<file path="src/rtl/smb_mgmt_decoder.sv">
module smb_mgmt_decoder #(
  parameter int CMD_W = 8
) (
  input  logic             clk,
  input  logic             rsm_rst_n,
  input  logic             cmd_valid,
  input  logic [CMD_W-1:0] cmd_byte,
  input  logic             in_s0,
  input  logic             sys_awake,
  input  logic             wake_sts_clr,
  input  logic             pwrbtn_sts_clr,
  input  logic             slv_smi_sts_clr,
  output logic             cmd_ack,
  output logic             wake_req,
  output logic             smi_req,
  output logic             pwr_down,
  output logic             hard_rst,
  output logic [3:0]       rst_code,
  output logic             wdt_reload,
  output logic             wake_sts,
  output logic             pwrbtn_sts,
  output logic             slv_smi_sts,
  output logic             msg_disable
);

  localparam logic [CMD_W-1:0] C_WAKE   = CMD_W'(1);
  localparam logic [CMD_W-1:0] C_PWROFF = CMD_W'(2);
  localparam logic [CMD_W-1:0] C_RSTWARM= CMD_W'(3);
  localparam logic [CMD_W-1:0] C_RSTCOLD= CMD_W'(4);
  localparam logic [CMD_W-1:0] C_MSGOFF = CMD_W'(5);
  localparam logic [CMD_W-1:0] C_WDT    = CMD_W'(6);
  localparam logic [CMD_W-1:0] C_SLVSMI = CMD_W'(8);
  localparam logic [3:0] CODE_WARM = 4'b0110;
  localparam logic [3:0] CODE_COLD = 4'b1110;

  logic hit_wake, hit_pwroff, hit_warm, hit_cold, hit_msgoff, hit_wdt, hit_slvsmi;
  logic reserved;

  assign hit_wake   = cmd_valid && (cmd_byte == C_WAKE);
  assign hit_pwroff = cmd_valid && (cmd_byte == C_PWROFF);
  assign hit_warm   = cmd_valid && (cmd_byte == C_RSTWARM);
  assign hit_cold   = cmd_valid && (cmd_byte == C_RSTCOLD);
  assign hit_msgoff = cmd_valid && (cmd_byte == C_MSGOFF);
  assign hit_wdt    = cmd_valid && (cmd_byte == C_WDT);
  assign hit_slvsmi = cmd_valid && (cmd_byte == C_SLVSMI);
  assign reserved   = !(hit_wake || hit_pwroff || hit_warm || hit_cold ||
                        hit_msgoff || hit_wdt || hit_slvsmi);

  always_ff @(posedge clk or negedge rsm_rst_n) begin
    if (!rsm_rst_n) begin
      cmd_ack    <= 1'b0;
      wake_req   <= 1'b0;
      smi_req    <= 1'b0;
      pwr_down   <= 1'b0;
      hard_rst   <= 1'b0;
      rst_code   <= 4'b0000;
      wdt_reload <= 1'b0;
    end else begin
      cmd_ack    <= cmd_valid;
      wake_req   <= hit_wake && !sys_awake;
      smi_req    <= hit_wake && sys_awake;
      pwr_down   <= hit_pwroff;
      hard_rst   <= hit_warm || hit_cold;
      rst_code   <= hit_cold ? CODE_COLD : (hit_warm ? CODE_WARM : 4'b0000);
      wdt_reload <= hit_wdt;
    end
  end

  always_ff @(posedge clk or negedge rsm_rst_n) begin
    if (!rsm_rst_n) begin
      wake_sts    <= 1'b0;
      pwrbtn_sts  <= 1'b0;
      slv_smi_sts <= 1'b0;
      msg_disable <= 1'b0;
    end else begin
      if (hit_wake)                  wake_sts <= 1'b1;
      else if (wake_sts_clr)         wake_sts <= 1'b0;
      if (hit_pwroff)                pwrbtn_sts <= 1'b1;
      else if (pwrbtn_sts_clr)       pwrbtn_sts <= 1'b0;
      if (hit_slvsmi && in_s0)       slv_smi_sts <= 1'b1;
      else if (slv_smi_sts_clr)      slv_smi_sts <= 1'b0;
      if (hit_msgoff)                msg_disable <= 1'b1;
    end
  end

  assert_ack_follows_valid_R1: assert property (@(posedge clk) disable iff (!rsm_rst_n)
    cmd_valid |=> cmd_ack);
  assert_ack_needs_valid_R1: assert property (@(posedge clk) disable iff (!rsm_rst_n)
    cmd_ack |-> $past(cmd_valid));
  assert_reserved_quiet_R2: assert property (@(posedge clk) disable iff (!rsm_rst_n)
    (cmd_valid && reserved) |=> !(wake_req || smi_req || pwr_down || hard_rst || wdt_reload));
  assert_wake_smi_exclusive_R3: assert property (@(posedge clk) disable iff (!rsm_rst_n)
    !(wake_req && smi_req));
  assert_wake_sts_hold_R4: assert property (@(posedge clk) disable iff (!rsm_rst_n)
    (wake_sts && !wake_sts_clr) |=> wake_sts);
  assert_rst_code_shape_R6: assert property (@(posedge clk) disable iff (!rsm_rst_n)
    hard_rst |-> (rst_code[2:0] == 3'b110));
  assert_rst_code_idle_R6: assert property (@(posedge clk) disable iff (!rsm_rst_n)
    !hard_rst |-> (rst_code == 4'b0000));
  assert_msg_disable_sticky_R7: assert property (@(posedge clk) disable iff (!rsm_rst_n)
    msg_disable |=> msg_disable);
  assert_slv_smi_gated_R9: assert property (@(posedge clk) disable iff (!rsm_rst_n)
    (cmd_valid && cmd_byte == C_SLVSMI && !in_s0 && !slv_smi_sts) |=> !slv_smi_sts);
  assert_reload_single_R11: assert property (@(posedge clk) disable iff (!rsm_rst_n)
    (wdt_reload && !hit_wdt) |=> !wdt_reload);

endmodule

</file>
<file path="config.mk">
export PLATFORM = sky130hd
export DESIGN_NAME = smb_mgmt_decoder
export DESIGN_NICKNAME = d
export VERILOG_FILES = /design/src/rtl/smb_mgmt_decoder.sv
export SDC_FILE = /design/constraint.sdc
export NUM_CORES = 1
export LEC_CHECK = 0
export BUFFER_PORTS_ARGS = -buffer_cell sky130_fd_sc_hd__buf_4
export CORE_MARGIN = 2
export CORE_UTILIZATION = 36
export DETAILED_ROUTE_END_ITERATION = 6
export GPL_ROUTABILITY_DRIVEN = 0
export PLACE_DENSITY = 0.83
export SLEW_MARGIN = 0
export SYNTH_ARGS = -nofsm -noshare
export SYNTH_HDL_FRONTEND = slang
export SYNTH_SLANG_ARGS = --single-unit
</file>
<file path="constraint.sdc">
create_clock -name clk -period 0.8 [get_ports clk]
set_input_delay 0.04 -clock clk [delete_from_list [all_inputs] [get_ports clk]]
set_output_delay 0.04 -clock clk [all_outputs]
set_load 0.005 [all_outputs]
</file>
* Yosys cells after proc, flatten, opt, wreduce, memory -nomap -nowiden
Index checks and enable logic that the tools add are counted.
** Word-level totals
- Memories :: 0
- Output and inout port bits :: 14
- RAM bits :: 0
- Bits in latches :: 0
- Flip-flop bits (word level) :: 14
- Bits in read-only memories :: 0
** Cells by class
- $lt $le $gt $ge :: 0
- Divide/modulo/power cells :: 0
- Shifts and indexed selects :: 0
- $mul :: 0
- Reduce and logical (&&, ||, !) cells :: 15
- Muxes and demuxes :: 8
- Equal/unequal tests :: 7
- $add $sub $neg :: 0
- Bitwise operators :: 0
** Operators by type and width (count)
- $eq 8x3->1 const B :: 3
- $eq 8x2->1 const B :: 2
- $logic_and 1x1->1 :: 10
- $eq 8x1->1 const B :: 1
- $eq 8x4->1 const B :: 1
- $mux 1 :: 6
- $reduce_bool 2->1 :: 3
- $mux 4 :: 1
- $mux 3 :: 1
- $logic_not 1->1 :: 1
- $logic_or 1x1->1 :: 1

* Depth between registers and ports, before layout
Gate-level depths: netlist of run 1.
- Word-level depth :: 4
- Depth in mapped cells :: 3

* Worst setup path after synthesis of run 1
No wires, ideal clock.
- Path type :: input -> register
- Start point :: in cmd_byte[7]
- End point :: reg wdt_reload
- Stages :: 3
- Setup slack :: 0.079 ns
- Buffers on the path :: 0
- Arrival :: 0.653 ns
- Setup time :: 0.068 ns
- Data required time :: 0.732 ns
- Cell sequence :: nor3_4 nand3_4 and4bb_1
** On the way
- Longest elaborated chain between the ends :: 2
** Ends and longest elaborated chain
- start: declaration :: RTL line 7 : input logic [CMD_W-1:0] cmd_byte,
- $eq 8x3->1 :: RTL line 44 : assign hit_wdt = cmd_valid && (cmd_byte == C_WDT);
- $logic_and 1x1->1 :: RTL line 44
- named net hit_wdt :: RTL line 36 : logic hit_wake, hit_pwroff, hit_warm, hit_cold, hit_msgoff, hit_wdt, hit_slvsmi;
- end signal: assignment :: RTL line 65 : wdt_reload <= hit_wdt;
- end: declaration :: RTL line 19 : output logic wdt_reload,
The timed path passes the listed nets, and every way through them passes these cells.
A chain may end at the register's enable or synchronous reset.

* Worst setup path after layout of run 1
- Start point :: reg hard_rst
- End point :: out hard_rst
** RTL lines
- start: declaration :: RTL line 17 : output logic hard_rst,
- start signal: assignment :: RTL line 63 : hard_rst <= hit_warm || hit_cold;
No word-level cell between the ends.

==> summary.txt, run 1 <==
Timing
  • Fin crit period: 844.3 ps
  • Setup-failing EPs final: 7
  • TNS Setup: -196.9 ps
  • Final Max Slew Viols: 0
  • Fmax: 1184 MHz
  • Fin crit share: 1.055
  • Clock Skew: 0 ps
  • Setup WS post-layout: -44.27 ps
  • RSZ-0062 raised after global routing: yes
  • Final Hold Fails: 2
  • Worst hold margin: -18.77 ps

Finish
  • Area growth, synth to finish: 75.38%
  • Number of fill cells: 96
  • Fin area: 855.8 µm²
  • Area of the multi-input gates: 171.4 µm²
  • Reg area: 275.3 µm²
  • NumNets Final: 100
  • Share of cells above drive strength 1: 0.4699
  • Inserted Diodes: 0

Global route
  • Largest net degree at the start of global routing: 12
  • Total track usage: 0.1627
  • Vias in the first global route: about 400
  • Initial antenna violation count: 0
  • First-pass GRT wire length: 1.635 mm
  • GRT Residual Overflow: 0

Flow run
  • Max_cap viols: 0

Floorplan
  • Die area: 1666 µm²
  • Core area: 1285 µm²
  • I/O pins: 30
  • Initial cell density of the core: 0.3797
  • Num rows: 13
  • Die Y: roughly 41 µm
  • Chip width: 40.82 µm

Route
  • DR vias: 458
  • Residual DRC: 0
  • Number of vias per cell: 4.673
  • Detailed Route WL: ~1.2 mm
  • Iteration-0 DRC Markers: 2
  • Routed Antenna Nets: 0
  • TritonRoute pass-1 iters: 4
  • Routed WL per cell: 11.80 µm

Clock network
  • Clk slew on worst S/H paths: 70 ps
  • CTS tree: built
  • Bufs on Longest Clock Path: 2
  • Clock sink count: 11
  • CTS HTree Levels: 1
  • Clk Tree Root Cell: clkbuf_4
  • Hold buffers post-CTS: 6
  • Number of CTS-inserted buffers: 3
  • Worst-Skew Late Latency: ~270 ps

Worst setup path
  • CP Capture Type: primary output
  • CP Data Required Time: 760 ps
  • Family with the most delay on the worst path: flip-flops
  • Crit. path cell count: 1
  • Cell chain of the critical path: buf_4
  • Crit-path max FO: 3
  • Crit path DAT: 800 ps
  • CP startpoint kind: flop
  • CP Class: reg -> out
  • R2R setup slack: 50 ps
  • Max incr delay on CP: 400 ps
  • Worst path bufs/invs: 1
  • R2R depth: 3
  • Slowest stage cell, crit path: dfrtp_1

Status
  • Failing checks: hold timing, setup timing
  • Status: complete, but fails checks

Power
  • Power Dens Cells: 1305 nW/µm²
  • Worst IR drop on VDD: 0.5238 mV
  • LEAKAGE: 0.4403 nW

Synth
  • Post-synth EDFFs: 0
  • Top cells by count, synth: dfrtp_1, nor2_1, inv_1
  • Post-Synthesis Cells: 43
  • Area leader, netlist: dfrtp_1
  • Ranking of synthesized cells by area: dfrtp_1, nor2_1, and4bb_1
  • Mapped Avg Cell Area: 11.35 µm²
  • Ys flop type: dfrtp_1
  • Number of synthesized register bits: 11
  • Top cell type's share of synthesized area: 0.5641
  • Synth Cell Area: 488.0 µm²
  • Syn Nets: 59
  • Yosys warning count: 0
  • Post-synthesis cell type count: 18
  • Most frequent cell after synthesis: dfrtp_1
  • Post-synthesis sequential area ratio: 0.5641
  • FFs w/ async S/R, synth: 1.000

Place
  • PortBufs: 28
  • Placed standard-cell area: 709.4 µm²

Worst hold path
  • Hold Path Depth: 2
  • HP Class: in -> reg
kinds of logic (layout without fill, tap and decap cells):
| family | after synthesis | in the layout | share of synthesized area |
|---|---|---|---|
| and+or+nand+nor | 18 | 18 | 0.2769 |
| other | 1 | 1 | 0.007685 |
| buffers and inverters | 8 | 48 | 0.08462 |
| AOI/OAI and AO/OA | 5 | 5 | 0.06664 |
| DFF | 11 | 11 | 0.5641 |
metrics by stage:
step	power, mW	setup slack, ps	util	instances
detailed placement	0.7233	-101.7	0.5521	85
floorplan	0.6143	79.47	-	43
global placement	0.7182	-55.01	0.5521	85
finish	1.117	-44.27	0.6660	98
CTS	1.126	-59.98	0.6485	97
global route	1.155	-70.62	0.6660	98
per-layer routing:
metal  GRT usage  up-vias  share of wire
li1            -      226              -
met1      0.1593      192           0.35
met2      0.2813       36           0.52
met3     0.01630        4          0.097
met4      0.1750        0          0.039
met5           0        -              0
where the power goes:
group | switching [mW] | leakage, nW | internal (mW) | total, mW
Sequential | 0.00551 | 0.151 | 0.564 | 0.569
Clock | 0.182 | 0.0150 | 0.193 | 0.375
Combinational | 0.0686 | 0.274 | 0.104 | 0.173
Total | 0.256 | 0.440 | 0.861 | 1.12
final timing paths:
kind / endpoint / start
worst max-delay path: hard_rst / hard_rst$_DFF_PN0_
worst min-delay path: hard_rst$_DFF_PN0_ / cmd_byte[3]
worst max register to register: pwrbtn_sts$_DFFE_PN0P_ / pwrbtn_sts$_DFFE_PN0P_
worst min register to register: msg_disable$_DFFE_PN0P_ / msg_disable$_DFFE_PN0P_
max in group asynchronous: smi_req$_DFF_PN0_ / rsm_rst_n
min in group asynchronous: msg_disable$_DFFE_PN0P_ / rsm_rst_n
cell usage in the layout (no fill, tap or decap), drive strengths merged:
cell type and instances:
nand3 3, clkbuf 4, a41o 1, o21ai 1
a21oi 1, nor2 7, dlygate4sd3 6, nand3b 1
nand2 1, dfrtp 11, inv 5, buf 33
and4bb 2, nor4b 1, and3b 1, conb 1
nor3 2, o22ai 2
cell type report:
class / instances / share of cell area
timing repair buffer: 39 / 0.4035
sequential: 11 / 0.3216
multi-input combinational: 24 / 0.2003
tap: 15 / 0.02193
inverter: 5 / 0.02193
clock buffer: 4 / 0.03070
timing repair:
action	in CTS	in global routing
gates resized for setup	6	4
buffers inserted	2	1
endpoints found under the hold margin	19	2
setup endpoints to repair	9	13
Power figures use the tool's default switching activity.
==> inputs of run 2 (changes only) <==
Settings changed: SKIP_CTS_REPAIR_TIMING set to 1.
==> run 2 against run 1 <==
  * The run still ends with hold timing, setup timing left
  * Sequential cell count stayed put
  * Die area unchanged
  * Wire length is 0.61% lower
  * Sequential power about the same
  * Final cell count grew 1.0%
  * Power is 0.77% higher
  * Combinational power grew 3%
  * Highest routed layer unchanged
==> summary.txt, run 2 (synthesized netlist as in run 1, its figures left out) <==
Clock network
  • Clk Tree Root Cell: clkbuf_4
  • Number of CTS-inserted buffers: 3
  • Clk slew on worst S/H paths: 70 ps
  • CTS tree: built
  • Bufs on Longest Clock Path: 2
  • CTS HTree Levels: 1
  • Worst-Skew Late Latency: roughly 270 ps
  • Clock sink count: 11

Route
  • TritonRoute pass-1 iters: 4
  • Routed WL per cell: 11.61 µm
  • DR vias: 458
  • Routed Antenna Nets: 0
  • Detailed Route WL: 1.149 mm
  • Residual DRC: 0
  • Number of vias per cell: ~4.6
  • Iteration-0 DRC Markers: 1

Power
  • Worst IR drop on VDD: 0.5134 mV
  • Clock share of power: 0.336
  • Combinational power share: 0.159
  • Power Dens Cells: 1304 nW/µm²
  • Switching power: 0.2598 mW
  • Total power: 1.126 mW
  • LEAKAGE: 0.4457 nW
  • Reg power frac: 0.505
  • P_int: 0.8657 mW
  • Sw frac: 0.2308

Finish
  • Area growth, synth to finish: 76.92%
  • Commonest cells after routing, fill and taps aside: buf_4, dfrtp_1, buf_6
  • Inserted Diodes: 0
  • Commonest non-fill, non-tap cell in the layout: buf_4
  • Share of cells above drive strength 1: 0.4762
  • Number of fill cells: 96
  • NumNets Final: 101

Worst setup path
  • Crit. path cell count: 1
  • Worst path bufs/invs: 1
  • Max incr delay on CP: 400 ps
  • Family with the most delay on the worst path: flip-flops
  • R2R depth: 2
  • CP Class: reg -> out
  • CP Data Required Time: 760 ps
  • CP startpoint kind: flop
  • Crit-path max FO: 3
  • Cell chain of the critical path: buf_4
  • Slowest stage cell, crit path: dfrtp_1
  • CP Capture Type: primary output
  • Crit path DAT: 800 ps

Floorplan
  • Initial cell density of the core: 0.3797
  • Die Y: 40.82 µm
  • Die area: 1666 µm²
  • Num rows: 13
  • Chip width: a little over 40 µm
  • I/O pins: 30
  • Core area: around 1300 µm²

Timing
  • Fin crit period: roughly 840 ps
  • Worst hold margin: -21.42 ps
  • Final Max Slew Viols: 0
  • RSZ-0062 raised after global routing: yes
  • Fin crit share: 1.056
  • Final Hold Fails: 2
  • Clock Skew: 0 ps
  • Setup-failing EPs final: 8
  • Setup WS post-layout: -44.45 ps
  • Fmax: 1184 MHz

Global route
  • Initial antenna violation count: 0
  • Total track usage: 0.1456
  • First-pass GRT wire length: ~1.5 mm
  • Largest net degree at the start of global routing: 12
  • GRT Residual Overflow: 0
  • Vias in the first global route: 374

Status
  • Status: complete, but fails checks
  • Failing checks: hold timing, setup timing

Worst hold path
  • Hold Path Depth: 2
  • HP Class: in -> reg

Place
  • PortBufs: 28

Flow run
  • Max_cap viols: 0
run 2: cell type report:
type / instances / area, µm² / share of cell area
repair buffers: 40 / 352.8 / 0.4087
well taps: 15 / 18.77 / 0.02174
flip-flops and latches: 11 / 275.3 / 0.3188
multi-input cells: 24 / 171.4 / 0.1986
inverters: 5 / 18.77 / 0.02174
clock buffers: 4 / 26.28 / 0.03043
run 2: worst paths after layout:
check	startpoint	endpoint	slack, ps
setup / recovery	hard_rst$_DFF_PN0_	hard_rst	-40
hold / removal	cmd_byte[3]	rst_code[3]$_DFF_PN0_	-20
setup reg to reg	msg_disable$_DFFE_PN0P_	msg_disable$_DFFE_PN0P_	-30
hold reg to reg	msg_disable$_DFFE_PN0P_	msg_disable$_DFFE_PN0P_	600
max in group asynchronous	rsm_rst_n	msg_disable$_DFFE_PN0P_	510
min in group asynchronous	rsm_rst_n	pwr_down$_DFF_PN0_	150
run 2: power by group through the flow:
| stage | Clock (mW) | Sequential (mW) | Combinational (mW) |
|---|---|---|---|
| after floorplan | 0 | 0.579 | 0.0357 |
| after global routing | 0.398 | 0.569 | 0.195 |
| after CTS | 0.386 | 0.567 | 0.146 |
| after global placement | 0 | 0.578 | 0.140 |
| final | 0.378 | 0.568 | 0.179 |
| after detailed placement | 0 | 0.578 | 0.145 |
run 2: stage by stage:
stage	instances	TNS (ps)	setup WS [ps]	area (µm²)	util
floorplan	43	0	79.47	488.0	-
global placement	85	-148.4	-55.01	709.4	0.5521
detailed placement	85	-305.1	-101.7	709.4	0.5521
CTS	89	-323.4	-59.98	735.7	0.5725
global route	99	-520.6	-72.49	863.3	0.6719
finish	99	-219.0	-44.45	863.3	0.6719
run 2: routing by layer:
| layer | GRT usage | vias up | wire, µm |
|---|---|---|---|
| met3 | 0.01630 | 4 | 115 |
| li1 | - | 227 | - |
| met2 | 0.2422 | 29 | 600 |
| met5 | 0 | - | 0 |
| met1 | 0.1424 | 198 | 387 |
| met4 | 0.1750 | 0 | 45 |
==> inputs of run 3 (changes only) <==
Settings changed: BUFFER_PORTS_ARGS -buffer_cell sky130_fd_sc_hd__buf_4 to unset, CORE_AREA set to 2 2 39 41, CORE_MARGIN 2 to unset, CORE_UTILIZATION 36 to unset, DIE_AREA set to 0 0 41 43, DONT_BUFFER_PORTS set to 1, PLACE_DENSITY 0.83 to 0.64.
==> run 3 against run 2 <==
  * The run ends with hold timing left
  * Hold slack worse by 180 ps
  * Clock power down 3%
  * Global-route usage down 2.6 points
  * Final area down 28%
  * Worst setup slack better by 83 ps
  * Sequential share of layout area up 13 points
  * Power down 8.6%
  * Highest routed layer unchanged
  * Final cell count down 28%
  * Utilization down 22 points
  * Critical path type is now in -> reg
  * Wire length down 17%
  * Die area up 5.8%
  * Count of clock-buffer cells in the layout unchanged
  * Critical endpoint is now msg_disable$_DFFE_PN0P_
==> summary.txt, run 3 (synthesized netlist as in run 1, its figures left out) <==
Status
  • Status: complete, but fails checks
  • Failing checks: hold timing

Global route
  • Vias in the first global route: between 300 and 400
  • Initial antenna violation count: 0
  • GRT Residual Overflow: 0
  • Total track usage: 0.1200
  • Largest net degree at the start of global routing: 12
  • First-pass GRT wire length: roughly 1.4 mm

Place
  • Pre-CTS WS: between 50 and 60 ps
  • PortBufs: 0
  • Placed insts: 57
  • Placed standard-cell area: a little under 500 µm²
  • Post-DP HPWL: 680.1 µm

Floorplan
  • I/O pins: 30
  • Die area: 1763 µm²
  • Chip width: 41 µm
  • Num rows: 14
  • Core area: ~1400 µm²
  • Die Y: 43 µm
  • Initial cell density of the core: 0.3526

Clock network
  • CTS HTree Levels: 1
  • Worst-Skew Late Latency: 260 ps
  • CTS tree: built
  • Clock sink count: 11
  • Clk Tree Root Cell: clkbuf_4
  • Number of CTS-inserted buffers: 3
  • Clk slew on worst S/H paths: 70 ps
  • Bufs on Longest Clock Path: 2

Timing
  • Fin crit period: between 700 and 800 ps
  • TNS Setup: 0 ps
  • Fmax: 1313 MHz
  • Clock Skew: 0 ps
  • Fin crit share: 0.9523
  • Setup WS post-layout: 38.12 ps
  • Final Max Slew Viols: 0
  • Setup-failing EPs final: 0
  • RSZ-0062 raised after global routing: no
  • Final Hold Fails: 6
  • Worst hold margin: -197.7 ps

Worst setup path
  • End of the critical path: msg_disable$_DFFE_PN0P_
  • Crit-path max FO: 4
  • R2R depth: 1
  • Crit path from: cmd_byte[3]
  • Crit path DAT: 910 ps
  • CP Data Required Time: approximately 950 ps
  • CP startpoint kind: primary input
  • R2r endpoint: msg_disable$_DFFE_PN0P_
  • CP Class: in -> reg
  • CP Capture Type: flop
  • RR Startpoint: msg_disable$_DFFE_PN0P_
  • R2R setup slack: approximately 90 ps

Route
  • Detailed Route WL: 948 µm
  • TritonRoute pass-1 iters: 2
  • Iteration-0 DRC Markers: 8
  • DR vias: 358
  • Residual DRC: 0
  • Number of vias per cell: just over 5
  • Routed Antenna Nets: 0
  • Routed WL per cell: 13.35 µm

Finish
  • Inserted Diodes: 0
  • NumNets Final: 72
  • Utilization after layout: 0.4476
  • Area growth, synth to finish: 26.92%
  • Fin area: 619.3 µm²
  • Commonest cells after routing, fill and taps aside: dfrtp_1, dlygate4sd3_1, nor2_1
  • Layout Cells excl Fill: 71
  • Share of cells above drive strength 1: 0.1273
  • Commonest non-fill, non-tap cell in the layout: dfrtp_1

Flow run
  • Max_cap viols: 0

Power
  • LEAKAGE: 0.2850 nW
  • Worst IR drop on VDD: roughly 0.62 mV
  • Power Dens Cells: roughly 1700 nW/µm²
  • Total power: 1.029 mW

Worst hold path
  • HP Class: in -> reg
run 3: cell types whose count changed in the layout (fill, tap and decap cells not counted):
| cell | before | now |
|---|---|---|
| buf_4 | 24 | 1 |
| buf_6 | 10 | 0 |
| dlygate4sd3_1 | 6 | 10 |
run 3: per-layer routing:
| layer | part of all wire | up-vias | track usage |
|---|---|---|---|
| met5 | 0 | - | 0 |
| met4 | 0.015 | 0 | 0.1000 |
| met3 | 0.092 | 2 | 0.05236 |
| met2 | 0.49 | 20 | 0.1438 |
| met1 | 0.40 | 170 | 0.1577 |
| li1 | - | 166 | - |
run 3: worst min path at each step:
stage / slack, ps / end / start / depth (start not counted)
after CTS: -540 / hard_rst$_DFF_PN0_ / rsm_rst_n / 0
after global routing: -210 / cmd_ack$_DFF_PN0_ / cmd_valid / 0
after global placement: -260 / wdt_reload$_DFF_PN0_ / rsm_rst_n / 0
final: -200 / cmd_ack$_DFF_PN0_ / cmd_valid / 0
after floorplan: -260 / cmd_ack$_DFF_PN0_ / rsm_rst_n / 0
after detailed placement: -260 / wdt_reload$_DFF_PN0_ / rsm_rst_n / 0
run 3: cell type report:
class,count,area [µm²]
multi-input combinational,24,171.4
timing repair buffer,11,107.6
fill,130,764.5
tap,16,20.02
clock buffer,4,26.28
sequential,11,275.3
inverter,5,18.77
run 3: worst max-delay path, stage by stage:
cell	delay (ps)
dlygate4sd3_1	610
inv_1	60
a41o_1	200
run 3: power breakdown:
group,leakage [nW],internal [mW],switching [mW]
combinational,0.119,0.0523,0.0394
clock,0.0150,0.192,0.176
sequential,0.151,0.563,0.00537
